<file path="src/rtl/xlt_pkg.sv">
package xlt_pkg;
    typedef enum logic [1:0] {PR_RO = 2'd0, PR_RW = 2'd1, PR_XO = 2'd2, PR_NONE = 2'd3} prot_e;
    typedef enum logic [1:0] {AC_READ = 2'd0, AC_WRITE = 2'd1, AC_FETCH = 2'd2, AC_RSVD = 2'd3} acc_e;
    typedef enum logic [1:0] {FT_NONE = 2'd0, FT_BOUNDS = 2'd1, FT_UNMAPPED = 2'd2, FT_PROT = 2'd3} fault_e;
    typedef enum logic {ST_IDLE = 1'b0, ST_FETCH = 1'b1} st_e;
endpackage

</file>
<file path="src/rtl/xlt_match.sv">
module xlt_match #(
    parameter int ENTRIES = 16,
    parameter int VPN_W   = 10,
    parameter int ASID_W  = 4,
    localparam int IDX_W  = $clog2(ENTRIES)
) (
    input  logic                              clk,
    input  logic                              rst_n,
    input  logic [ENTRIES-1:0]                slot_v,
    input  logic [ENTRIES-1:0][VPN_W-1:0]     slot_vpn,
    input  logic [ENTRIES-1:0][ASID_W-1:0]    slot_asid,
    input  logic [VPN_W-1:0]                  key_vpn,
    input  logic [ASID_W-1:0]                 key_asid,
    output logic                              hit,
    output logic [IDX_W-1:0]                  hit_idx
);
    logic [ENTRIES-1:0] match;

    for (genvar g = 0; g < ENTRIES; g++) begin : g_cmp
        assign match[g] = slot_v[g] && (slot_vpn[g] == key_vpn) && (slot_asid[g] == key_asid);
    end

    always_comb begin
        hit_idx = '0;
        for (int i = 0; i < ENTRIES; i++) begin
            if (match[i]) hit_idx = IDX_W'(i);
        end
    end

    assign hit = |match;

    // a (page, tag) pair is never held twice
    a_r2_unique_match: assert property (@(posedge clk) disable iff (!rst_n)
        $countones(match) <= 1);
endmodule

</file>
<file path="src/rtl/xlt_lru.sv">
module xlt_lru #(
    parameter int ENTRIES = 16,
    localparam int IDX_W  = $clog2(ENTRIES)
) (
    input  logic               clk,
    input  logic               rst_n,
    input  logic [ENTRIES-1:0] slot_v,
    input  logic               touch,
    input  logic [IDX_W-1:0]   touch_idx,
    output logic [IDX_W-1:0]   victim
);
    logic [ENTRIES-1:0][IDX_W-1:0] age_d, age_q;
    logic [ENTRIES-1:0]            oldest;
    logic                          found;

    always_comb begin
        age_d = age_q;
        if (touch) begin
            for (int i = 0; i < ENTRIES; i++) begin
                if (IDX_W'(i) == touch_idx)
                    age_d[i] = '0;
                else if (age_q[i] < age_q[touch_idx])
                    age_d[i] = age_q[i] + 1'b1;
            end
        end
    end

    for (genvar g = 0; g < ENTRIES; g++) begin : g_old
        assign oldest[g] = (age_q[g] == IDX_W'(ENTRIES - 1));
    end

    always_comb begin
        victim = '0;
        found  = 1'b0;
        for (int i = 0; i < ENTRIES; i++) begin
            if (!found && !slot_v[i]) begin
                victim = IDX_W'(i);
                found  = 1'b1;
            end
        end
        if (!found) begin
            for (int i = 0; i < ENTRIES; i++) begin
                if (oldest[i]) victim = IDX_W'(i);
            end
        end
    end

    always_ff @(posedge clk) begin
        if (!rst_n) begin
            for (int i = 0; i < ENTRIES; i++) age_q[i] <= IDX_W'(i);
        end else begin
            age_q <= age_d;
        end
    end

    // ages stay a permutation, so exactly one slot is the oldest
    a_r4_single_oldest: assert property (@(posedge clk) disable iff (!rst_n)
        $countones(oldest) == 1);
endmodule

</file>
<file path="src/rtl/xlt_perm.sv">
module xlt_perm
    import xlt_pkg::*;
(
    input  prot_e prot,
    input  acc_e  acc,
    output logic  ok
);
    always_comb begin
        unique case (prot)
            PR_RO:   ok = (acc == AC_READ);
            PR_RW:   ok = (acc == AC_READ) || (acc == AC_WRITE);
            PR_XO:   ok = (acc == AC_FETCH);
            default: ok = 1'b0;
        endcase
    end
endmodule

</file>
<file path="src/rtl/addr_xlate.sv">
module addr_xlate
    import xlt_pkg::*;
#(
    parameter int VA_W    = 12,
    parameter int OFS_W   = 2,
    parameter int PFN_W   = 8,
    parameter int ASID_W  = 4,
    parameter int MA_W    = 16,
    parameter int ENTRIES = 16,
    localparam int VPN_W  = VA_W - OFS_W,
    localparam int PA_W   = PFN_W + OFS_W,
    localparam int PTE_W  = PFN_W + 3,
    localparam int IDX_W  = $clog2(ENTRIES)
) (
    input  logic              clk,
    input  logic              rst_n,
    input  logic              req_valid,
    output logic              req_ready,
    input  logic [VA_W-1:0]   req_vaddr,
    input  logic [1:0]        req_acc,
    input  logic [ASID_W-1:0] cur_asid,
    input  logic [MA_W-1:0]   pt_base,
    input  logic [VPN_W:0]    pt_len,
    input  logic              flush_all,
    input  logic              flush_asid,
    input  logic [ASID_W-1:0] flush_asid_id,
    output logic              mem_req,
    output logic [MA_W-1:0]   mem_addr,
    input  logic              mem_ack,
    input  logic [PTE_W-1:0]  mem_rdata,
    output logic              rsp_valid,
    output logic [PA_W-1:0]   rsp_paddr,
    output logic [1:0]        rsp_fault,
    output logic              rsp_hit
);
    typedef struct packed {
        st_e                            st;
        logic [VPN_W-1:0]               vpn;
        logic [OFS_W-1:0]               ofs;
        logic [1:0]                     acc;
        logic [ASID_W-1:0]              asid;
        logic                           rsp_v;
        logic [PA_W-1:0]                paddr;
        logic [1:0]                     fault;
        logic                           hit;
        logic [ENTRIES-1:0]             ent_v;
        logic [ENTRIES-1:0][VPN_W-1:0]  ent_vpn;
        logic [ENTRIES-1:0][ASID_W-1:0] ent_asid;
        logic [ENTRIES-1:0][PFN_W-1:0]  ent_pfn;
        logic [ENTRIES-1:0][1:0]        ent_prot;
    } state_t;

    state_t q, n;

    logic [VPN_W-1:0] key_vpn;
    logic             oob;
    logic             hit;
    logic [IDX_W-1:0] hit_idx;
    logic [IDX_W-1:0] victim;
    logic             touch;
    logic [IDX_W-1:0] touch_idx;
    logic             pte_v;
    logic [1:0]       pte_prot;
    logic [PFN_W-1:0] pte_pfn;
    prot_e            chk_prot;
    acc_e             chk_acc;
    logic             perm_ok;

    assign key_vpn  = req_vaddr[VA_W-1:OFS_W];
    assign oob      = {1'b0, key_vpn} >= pt_len;
    assign pte_v    = mem_rdata[PFN_W+2];
    assign pte_prot = mem_rdata[PFN_W+1:PFN_W];
    assign pte_pfn  = mem_rdata[PFN_W-1:0];

    xlt_match #(.ENTRIES(ENTRIES), .VPN_W(VPN_W), .ASID_W(ASID_W)) u_match (
        .clk(clk), .rst_n(rst_n),
        .slot_v(q.ent_v), .slot_vpn(q.ent_vpn), .slot_asid(q.ent_asid),
        .key_vpn(key_vpn), .key_asid(cur_asid),
        .hit(hit), .hit_idx(hit_idx)
    );

    xlt_lru #(.ENTRIES(ENTRIES)) u_lru (
        .clk(clk), .rst_n(rst_n), .slot_v(q.ent_v),
        .touch(touch), .touch_idx(touch_idx), .victim(victim)
    );

    assign chk_prot = prot_e'((q.st == ST_IDLE) ? q.ent_prot[hit_idx] : pte_prot);
    assign chk_acc  = acc_e'((q.st == ST_IDLE) ? req_acc : q.acc);

    xlt_perm u_perm (.prot(chk_prot), .acc(chk_acc), .ok(perm_ok));

    always_comb begin
        n         = q;
        n.rsp_v   = 1'b0;
        touch     = 1'b0;
        touch_idx = hit_idx;
        unique case (q.st)
            ST_IDLE: begin
                if (req_valid) begin
                    n.vpn  = key_vpn;
                    n.ofs  = req_vaddr[OFS_W-1:0];
                    n.acc  = req_acc;
                    n.asid = cur_asid;
                    if (oob) begin
                        n.rsp_v = 1'b1;
                        n.hit   = 1'b0;
                        n.fault = FT_BOUNDS;
                        n.paddr = '0;
                    end else if (hit) begin
                        n.rsp_v = 1'b1;
                        n.hit   = 1'b1;
                        touch   = 1'b1;
                        n.fault = perm_ok ? FT_NONE : FT_PROT;
                        n.paddr = perm_ok ? {q.ent_pfn[hit_idx], req_vaddr[OFS_W-1:0]} : '0;
                    end else begin
                        n.st = ST_FETCH;
                    end
                end
            end
            ST_FETCH: begin
                if (mem_ack) begin
                    n.st    = ST_IDLE;
                    n.rsp_v = 1'b1;
                    n.hit   = 1'b0;
                    if (!pte_v) begin
                        n.fault = FT_UNMAPPED;
                        n.paddr = '0;
                    end else begin
                        n.ent_v[victim]    = 1'b1;
                        n.ent_vpn[victim]  = q.vpn;
                        n.ent_asid[victim] = q.asid;
                        n.ent_pfn[victim]  = pte_pfn;
                        n.ent_prot[victim] = pte_prot;
                        touch              = 1'b1;
                        touch_idx          = victim;
                        n.fault = perm_ok ? FT_NONE : FT_PROT;
                        n.paddr = perm_ok ? {pte_pfn, q.ofs} : '0;
                    end
                end
            end
            default: n.st = ST_IDLE;
        endcase
        if (flush_all) n.ent_v = '0;
        if (flush_asid) begin
            for (int i = 0; i < ENTRIES; i++) begin
                if (n.ent_asid[i] == flush_asid_id) n.ent_v[i] = 1'b0;
            end
        end
    end

    always_ff @(posedge clk) begin
        if (!rst_n) q <= '0;
        else        q <= n;
    end

    assign req_ready = (q.st == ST_IDLE);
    assign mem_req   = (q.st == ST_FETCH);
    assign mem_addr  = pt_base + MA_W'(q.vpn);
    assign rsp_valid = q.rsp_v;
    assign rsp_paddr = q.paddr;
    assign rsp_fault = q.fault;
    assign rsp_hit   = q.hit;

    a_r5_bounds_no_fetch: assert property (@(posedge clk) disable iff (!rst_n)
        (req_ready && req_valid && oob) |=> (rsp_valid && rsp_fault == FT_BOUNDS && !mem_req));
    a_r2_hit_next_cycle: assert property (@(posedge clk) disable iff (!rst_n)
        (req_ready && req_valid && !oob && hit) |=> (rsp_valid && rsp_hit && !mem_req));
    a_r3_hold_read: assert property (@(posedge clk) disable iff (!rst_n)
        (mem_req && !mem_ack) |=> (mem_req && $stable(mem_addr)));
    a_r10_busy_not_ready: assert property (@(posedge clk) disable iff (!rst_n)
        mem_req |-> !req_ready);
    a_r8_flush_empties: assert property (@(posedge clk) disable iff (!rst_n)
        flush_all |=> (q.ent_v == '0));
    a_r7_fault_zero_addr: assert property (@(posedge clk) disable iff (!rst_n)
        (rsp_valid && rsp_fault != FT_NONE) |-> (rsp_paddr == '0));
    a_r6_unmapped_fault: assert property (@(posedge clk) disable iff (!rst_n)
        (mem_req && mem_ack && !pte_v) |=> (rsp_valid && rsp_fault == FT_UNMAPPED && !rsp_hit));
    a_r1_offset_kept: assert property (@(posedge clk) disable iff (!rst_n)
        (rsp_valid && rsp_fault == FT_NONE) |-> (rsp_paddr[OFS_W-1:0] == q.ofs));
endmodule

</file>
<file path="config.mk">
export PLATFORM = sky130hd
export DESIGN_NAME = addr_xlate
export DESIGN_NICKNAME = d
export VERILOG_FILES = /design/src/rtl/xlt_pkg.sv /design/src/rtl/xlt_match.sv /design/src/rtl/xlt_lru.sv /design/src/rtl/xlt_perm.sv /design/src/rtl/addr_xlate.sv
export SDC_FILE = /design/constraint.sdc
export NUM_CORES = 2
export LEC_CHECK = 0
export BUFFER_PORTS_ARGS = -buffer_cell sky130_fd_sc_hd__buf_2
export CORE_AREA = 2 2 233 235
export CTS_BUF_LIST = sky130_fd_sc_hd__clkbuf_16
export CTS_CLUSTER_DIAMETER = 40
export CTS_CLUSTER_SIZE = 16
export DETAILED_ROUTE_END_ITERATION = 7
export DIE_AREA = 0 0 235 237
export PLACE_DENSITY_LB_ADDON = 0.2
export SLEW_MARGIN = 0
export SYNTH_ARGS = -nofsm -noshare
export SYNTH_HDL_FRONTEND = slang
export SYNTH_SLANG_ARGS = --single-unit
</file>
<file path="constraint.sdc">
create_clock -name clk -period 9.4 [get_ports clk]
set_input_delay 0.94 -clock clk [delete_from_list [all_inputs] [get_ports clk]]
set_output_delay 0.94 -clock clk [all_outputs]
set_load 0.1 [all_outputs]
</file>
Yosys cells after proc, flatten, opt, wreduce, memory -nomap -nowiden
Cells that the tools add are included.

Input bits: 66. Output and inout bits: 32. Word-level logic and storage cells: 493. Flip-flop bits (word level): 497.

$lt $le $gt $ge: 21. Equal/unequal tests: 86. Reduce and logical (&&, ||, !) cells: 117. Muxes and demuxes: 160. Bitwise operators: 2. Add/sub/neg operators: 17.

Operator list (number): two-way mux 400 bit (2); two-way mux 414 bit (1); two-way mux 4 bit (70); bitwise mux 160 bit (1); equality test 10 bit (16); bitwise mux 128 bit (1); equality test 4 bit (32); adder 4 x 1 -> 4 bit, second input constant (16); bitwise mux 64 bit (1); equality test 4 bit, second input constant (16); less-than comparator 4 bit (16); logical AND 1 bit (48); two-way mux 1 bit (43); demux 10 bit (select 4 bit) (1); AND reduction 2 bit (17); two-way mux 33 bit (1); binary-select mux 8 bit (select 4 bit) (1); bitwise mux 32 bit (1); demux 8 bit (select 4 bit) (1); equality test 4 bit, first input constant (8); two-way mux 16 bit (2); nonzero test 2 bit (16); two-way mux 10 bit (3); zero test 1 bit (29); other kinds (31) (60).

Logic depth before layout (Yosys ltp)
Word-level depth: 73. Depth in mapped cells: 23. Mapped depth without buffers: 20.

Cells and area by module
Synthesis repeated with hierarchy kept, for this count alone.

Cell total of the unflattened synthesis: 3460. Area total of the unflattened synthesis: 28641.2 sq um.

By module, submodules not included: addr_xlate (times used 1, area each 19762.7 sq um, cells an instance 2384, sequential area each 8668.3 sq um); xlt_lru (times used 1, area each 5325.1 sq um, cells an instance 644, sequential area each 1281.2 sq um); xlt_match (times used 1, area each 3515.9 sq um, cells an instance 429, sequential area each 0.0 sq um); xlt_perm (times used 1, area each 37.5 sq um, cells an instance 3, sequential area each 0.0 sq um).

Worst setup path after synthesis
Ideal clock, no wire load.

Path kind: input to register. Start point: in cur_asid[0]. End point: reg u_lru.age_q[59] (netlist bit). Arrival: 6.580 ns. Stages on the path: 20. Data required time: 9.278 ns. Setup time: 0.122 ns. Path buffers: 3. Setup slack: 2.698 ns. Cells stage by stage: buf_4 > xnor2_1 > nand4_1 > nor4_2 > nor2_1 > a2111oi_4 > a211oi_4 > nor2_4 > buf_1 > clkbuf_1 > mux2i_1 > nand2_1 > o211ai_1 > o21ai_0 > o21ai_0 > ha_1 > nor3_1 > a2111oi_4 > or4_1 > a221o_1.

Cells in the longest elaborated chain, start to end: 25. Elaborated cells on any way between the ends: 62. Those cells by class: order compare: 1; eq/ne: 17; mux: 25; reduce/logical: 19.

Ends and longest elaborated chain: start: declaration (line addr_xlate.sv:21) `input logic [ASID_W-1:0] cur_asid,`; equality test 4 bit (line xlt_match.sv:20) `assign match[g] = slot_v[g] && (slot_vpn[g] == key_vpn) && (slot_asid[g] == key_asid);`; logical AND 1 bit (line xlt_match.sv:20); two-way mux 1 bit (line xlt_match.sv:26) `if (match[i]) hit_idx = IDX_W'(i);`; two-way mux 2 bit (2 in a row) (line xlt_match.sv:26); two-way mux 3 bit (4 in a row) (line xlt_match.sv:26); two-way mux 4 bit (8 in a row) (line xlt_match.sv:26); two-way mux 4 bit (line addr_xlate.sv:125) `if (!pte_v) begin`; two-way mux 4 bit (line addr_xlate.sv:121) `if (mem_ack) begin`; two-way mux 4 bit (line addr_xlate.sv:97) `unique case (q.st)`; binary-select mux 4 bit (select 4 bit) (line xlt_lru.sv:22) `else if (age_q[i] < age_q[touch_idx])`; two-way mux 4 bit (implied by the code) (line xlt_lru.sv:22); less-than comparator 4 bit (line xlt_lru.sv:22); nonzero test 2 bit (no source line); AND reduction 2 bit (no source line); end signal: assignment (line xlt_lru.sv:52) `age_q <= age_d;`; end: declaration (line xlt_lru.sv:12) `logic [ENTRIES-1:0][IDX_W-1:0] age_d, age_q;`.

Parallel ways exist; a longest one is shown, timed or not. The select of a mux whose other input is x is not followed. A chain may end at the register's enable or synchronous reset.

Worst setup path in the final report
Start point: in req_vaddr[8]. End point: reg u_lru.age_q[59] (netlist bit).

Cells in the longest elaborated chain, start to end: 26. Elaborated cells on any way between the ends: 79. Those cells by class: order compare: 2; eq/ne: 17; mux: 25; reduce/logical: 35.

Ends and longest elaborated chain: start: declaration (line addr_xlate.sv:19) `input logic [VA_W-1:0] req_vaddr,`; equality test 10 bit (line xlt_match.sv:20); logical AND 1 bit (2 in a row) (line xlt_match.sv:20); two-way mux 1 bit (line xlt_match.sv:26); two-way mux 2 bit (2 in a row) (line xlt_match.sv:26); two-way mux 3 bit (4 in a row) (line xlt_match.sv:26); two-way mux 4 bit (8 in a row) (line xlt_match.sv:26); two-way mux 4 bit (line addr_xlate.sv:125); two-way mux 4 bit (line addr_xlate.sv:121); two-way mux 4 bit (line addr_xlate.sv:97); binary-select mux 4 bit (select 4 bit) (line xlt_lru.sv:22); two-way mux 4 bit (implied by the code) (line xlt_lru.sv:22); less-than comparator 4 bit (line xlt_lru.sv:22); nonzero test 2 bit (no source line); AND reduction 2 bit (no source line).

Parallel ways exist; a longest one is shown, timed or not. The select of a mux whose other input is x is not followed.

==> summary.txt <==
Yosys
  – Post-synth net total: 3527
  – Gate Count Post-Synth: 3376
  – Area leader, netlist: dfxtp_1
  – Post-Syn Area per Cell: about 8.3 sq um
  – Compound-Gate Fraction of Synth Area: 15.1%
  – Synth Area in Adders: under 10%
  – Sequential share of the synthesized area: ~36%
  – Mux cell area share after synthesis: approximately 11%
  – Post-synth EDFFs: 0
  – Yosys warning total: 0
  – Seq cells post-synth: 497
  – Share of the synthesized area in the top cell type: 35.5%
  – Cell area after synthesis: 0.0280 sq mm
  – Simple-gate area share of the yosys netlist: 19.6%
  – Xor/xnor share of the synthesized area: under 10%
  – Synth unique cells: 90
  – FFs w/ async S/R, synth: 0%
  – Post-synth top flop: dfxtp_1
  – Largest family of logic cells by synthesized area: simple AND/OR/NAND/NOR gates
  – Ranking of synthesized cells by area: dfxtp_1, mux2i_1, xnor2_1

Status
  – Outcome: finished clean

Critical path
  – Buf/Inv on CP: 4
  – Worst EP arrival: 7.77 ns
  – CP endpoint kind: flip-flop
  – Crit start category: primary input
  – CP max stage delay: between 1 and 1.5 ns
  – Crit-path leading delay family: compound AO/OA/AOI/OAI gates
  – Worst setup path category: primary input to flip-flop
  – CP max FO: 17
  – Crit path launch: req_vaddr[8]
  – CP Data Required Time: 9.92 ns
  – CP most frequent cell: buf_4
  – Worst R2R Start: q[384]$_SDFF_PN0_
  – CP max-delay cell: nor4_1
  – Critical path, cell by cell: buf_2 > buf_4 > xnor2_1 > nand4_1 > nor4_1 > a211oi_1 > o311ai_1 > nand3_1 > o31a_1 > buf_4 > o211ai_1 > o21ai_0 > o21ai_1 > buf_4 > ha_1 > nor3_1 > a2111oi_4 > or4_1 > a221o_1

Routing
  – Vias/cell: 6.25
  – DRT Wirelength: between 90000 and 100000 microns
  – TritonRoute pass-1 iters: 6
  – Vias post-DR: about 26000
  – # DRC: 0
  – Routed WL per cell: between 20 and 25 microns
  – Remaining antenna violation count: 0
  – Detailed Route Iter0 Violations: 2718

Power and ir drop
  – Leak: 11.1 nW
  – Comb pwr share: just over 9%
  – Worst vdd ir: 150 uV
  – Clock share of power: between 50% and 60%
  – Switching Share: 27.7%
  – Internal Pwr Total: 0.00413 W
  – Total power: 0.00572 W
  – Sequential share of power: 37.7%
  – P per Cell Area: 182 mW/mm^2
  – Switching pwr: between 0.0015 and 0.002 W

Placed design
  – Placer congestion estimate: 0.984
  – Post-DP HPWL: 59800 microns
  – Port Buffers: 97

Timing
  – Final Hold Fails: 0
  – Slew headroom: 7.07%
  – TNS Setup: 0 ns
  – Clock Skews: 0.0262 ns
  – Crit path time final: 7.26 ns
  – Final critical-path share of the clock period: 77.2%
  – Hold Worst Slack: 0.453 ns
  – Actual slew at the worst max-slew pin: 1.38 ns
  – Final Setup Violations: 0
  – Final Max Slew Viols: 0
  – RSZ-0062 raised after global routing: false
  – F_max: 138 MHz

Global routing
  – Total grt overflow: 0
  – GR Util All Layers: between 30% and 40%
  – Largest net degree at the start of global routing: approximately 210
  – First-pass GRT wire length: 140000 microns
  – Vias in the first global route: between 20000 and 25000
  – Initial antenna violation count: 1

Floorplan
  – Initial Util: 52.5%
  – Num rows: 85
  – Chip Height: roughly 240 microns
  – I/O pin count: 98
  – Area of the die: 0.0557 sq mm
  – Die Wd: 235 microns
  – Area of the core: 0.0533 sq mm

Clock tree
  – Post_cts resized: 0
  – H-Tree Depth: 3
  – Clock Path Buffers: 3
  – CTS tree: yes
  – Number of CTS-inserted buffers: 85
  – Clock Latency Late Sink: around 0.64 ns
  – CTS clk-pin slew, worst paths: 0.06 ns
  – Hold_buf cts: 0
  – Clock Sink Count: 497
  – Setup bufs post-CTS: 0
  – Root Driver: clkbuf_16

Final layout
  – Commonest non-fill, non-tap cell in the layout: nand2_1
  – Fin util: 59.0%
  – Share of cells above drive strength 1: 11.6%
  – Most frequent cells in the layout: nand2_1, dfxtp_1, xnor2_1
  – Fin nets: approximately 3500
  – Synth-to-Final Area Change: 12.3%

Flow run
  – Max Cap Viol: 0

Worst hold path
  – Hold WC Path Type: flip-flop to flip-flop
==> power groups by stage <==
stage               Sequential [W]  Clock, W  Combinational (W)
floorplan                  0.00218         0           0.000400
global placement           0.00220         0           0.000506
detailed placement         0.00220         0           0.000517
CTS                        0.00215   0.00306           0.000519
global route               0.00215   0.00318           0.000562
finish                     0.00216   0.00304           0.000526
==> worst reg2reg max path, delay by kind of cell (launching register included) <==
family	cells	cell delay, ns
AOI/OAI and AO/OA	9	3.44
and+or+nand+nor	5	1.85
buffers and inverters	2	0.67
DFF	1	0.54
adders and majority gates	1	0.25
==> area by class of cell <==
| type | instances | area (sq um) |
|---|---|---|
| Fill cell | 4750 | 21900 |
| Antenna cell | 1 | 2.50 |
| Tap cell | 696 | 871 |
| Clock inverter | 72 | 659 |
| Timing Repair Buffer | 142 | 836 |
| Sequential cell | 497 | 9950 |
| Multi-Input combinational cell | 2555 | 16700 |
| Inverter | 63 | 244 |
| Clock buffer | 86 | 2150 |
==> cells by family after synthesis <==
| kind of cell | Yosys count |
|---|---|
| fa+ha+maj | 85 |
| mux | 311 |
| flops | 497 |
| simple gates | 1196 |
| xor+xnor | 302 |
| compound gates | 661 |
| buf+inv | 324 |
==> metal layers <==
layer | vias up | part of all wire [%] | GRT usage [%]
li1 | 11800 | - | -
met1 | 12500 | 43 | 42.6
met2 | 1153 | 45 | 50.4
met3 | 244 | 8.1 | 5.15
met4 | 2 | 3.8 | 13.4
met5 | - | 0.012 | 0
==> final timing paths <==
path | to | slack [ns] | cells after the start
max | u_lru.age_q[59]$_SDFFE_PN1P_ | 2.14 | 19
min | flip-flop | 0.45 | 2
max reg2reg | u_lru.age_q[59]$_SDFFE_PN1P_ | 2.54 | 17
min reg2reg | flip-flop | 0.45 | 2
==> Yosys cell counts, drive strengths merged, types with 21 or more instances <==
master and n:
nor3 51, inv 61, mux2i 259, o211ai 45, xor2 21, buf 62, o21ai 126, a211oi 36
nand2 508, clkbuf 199, dfxtp 497, or4 21, nor2 279, nand3 89, a31oi 36, xnor2 281
or3 33, mux2 52, a21oi 256, nand4 101, nor4 39, ha 84
==> metrics by stage <==
stage | area [sq um] | worst slack, ns | std cells
after CTS | 31400 | 2.39 | 4111
after floorplan | 28000 | 2.70 | 3376
after global routing | 31400 | 2.06 | 4111
final | 31400 | 2.14 | 4112
after global placement | 28600 | 1.92 | 3953
after detailed placement | 28600 | 1.75 | 3953
Note: power is estimated with default switching activity, not from simulation.
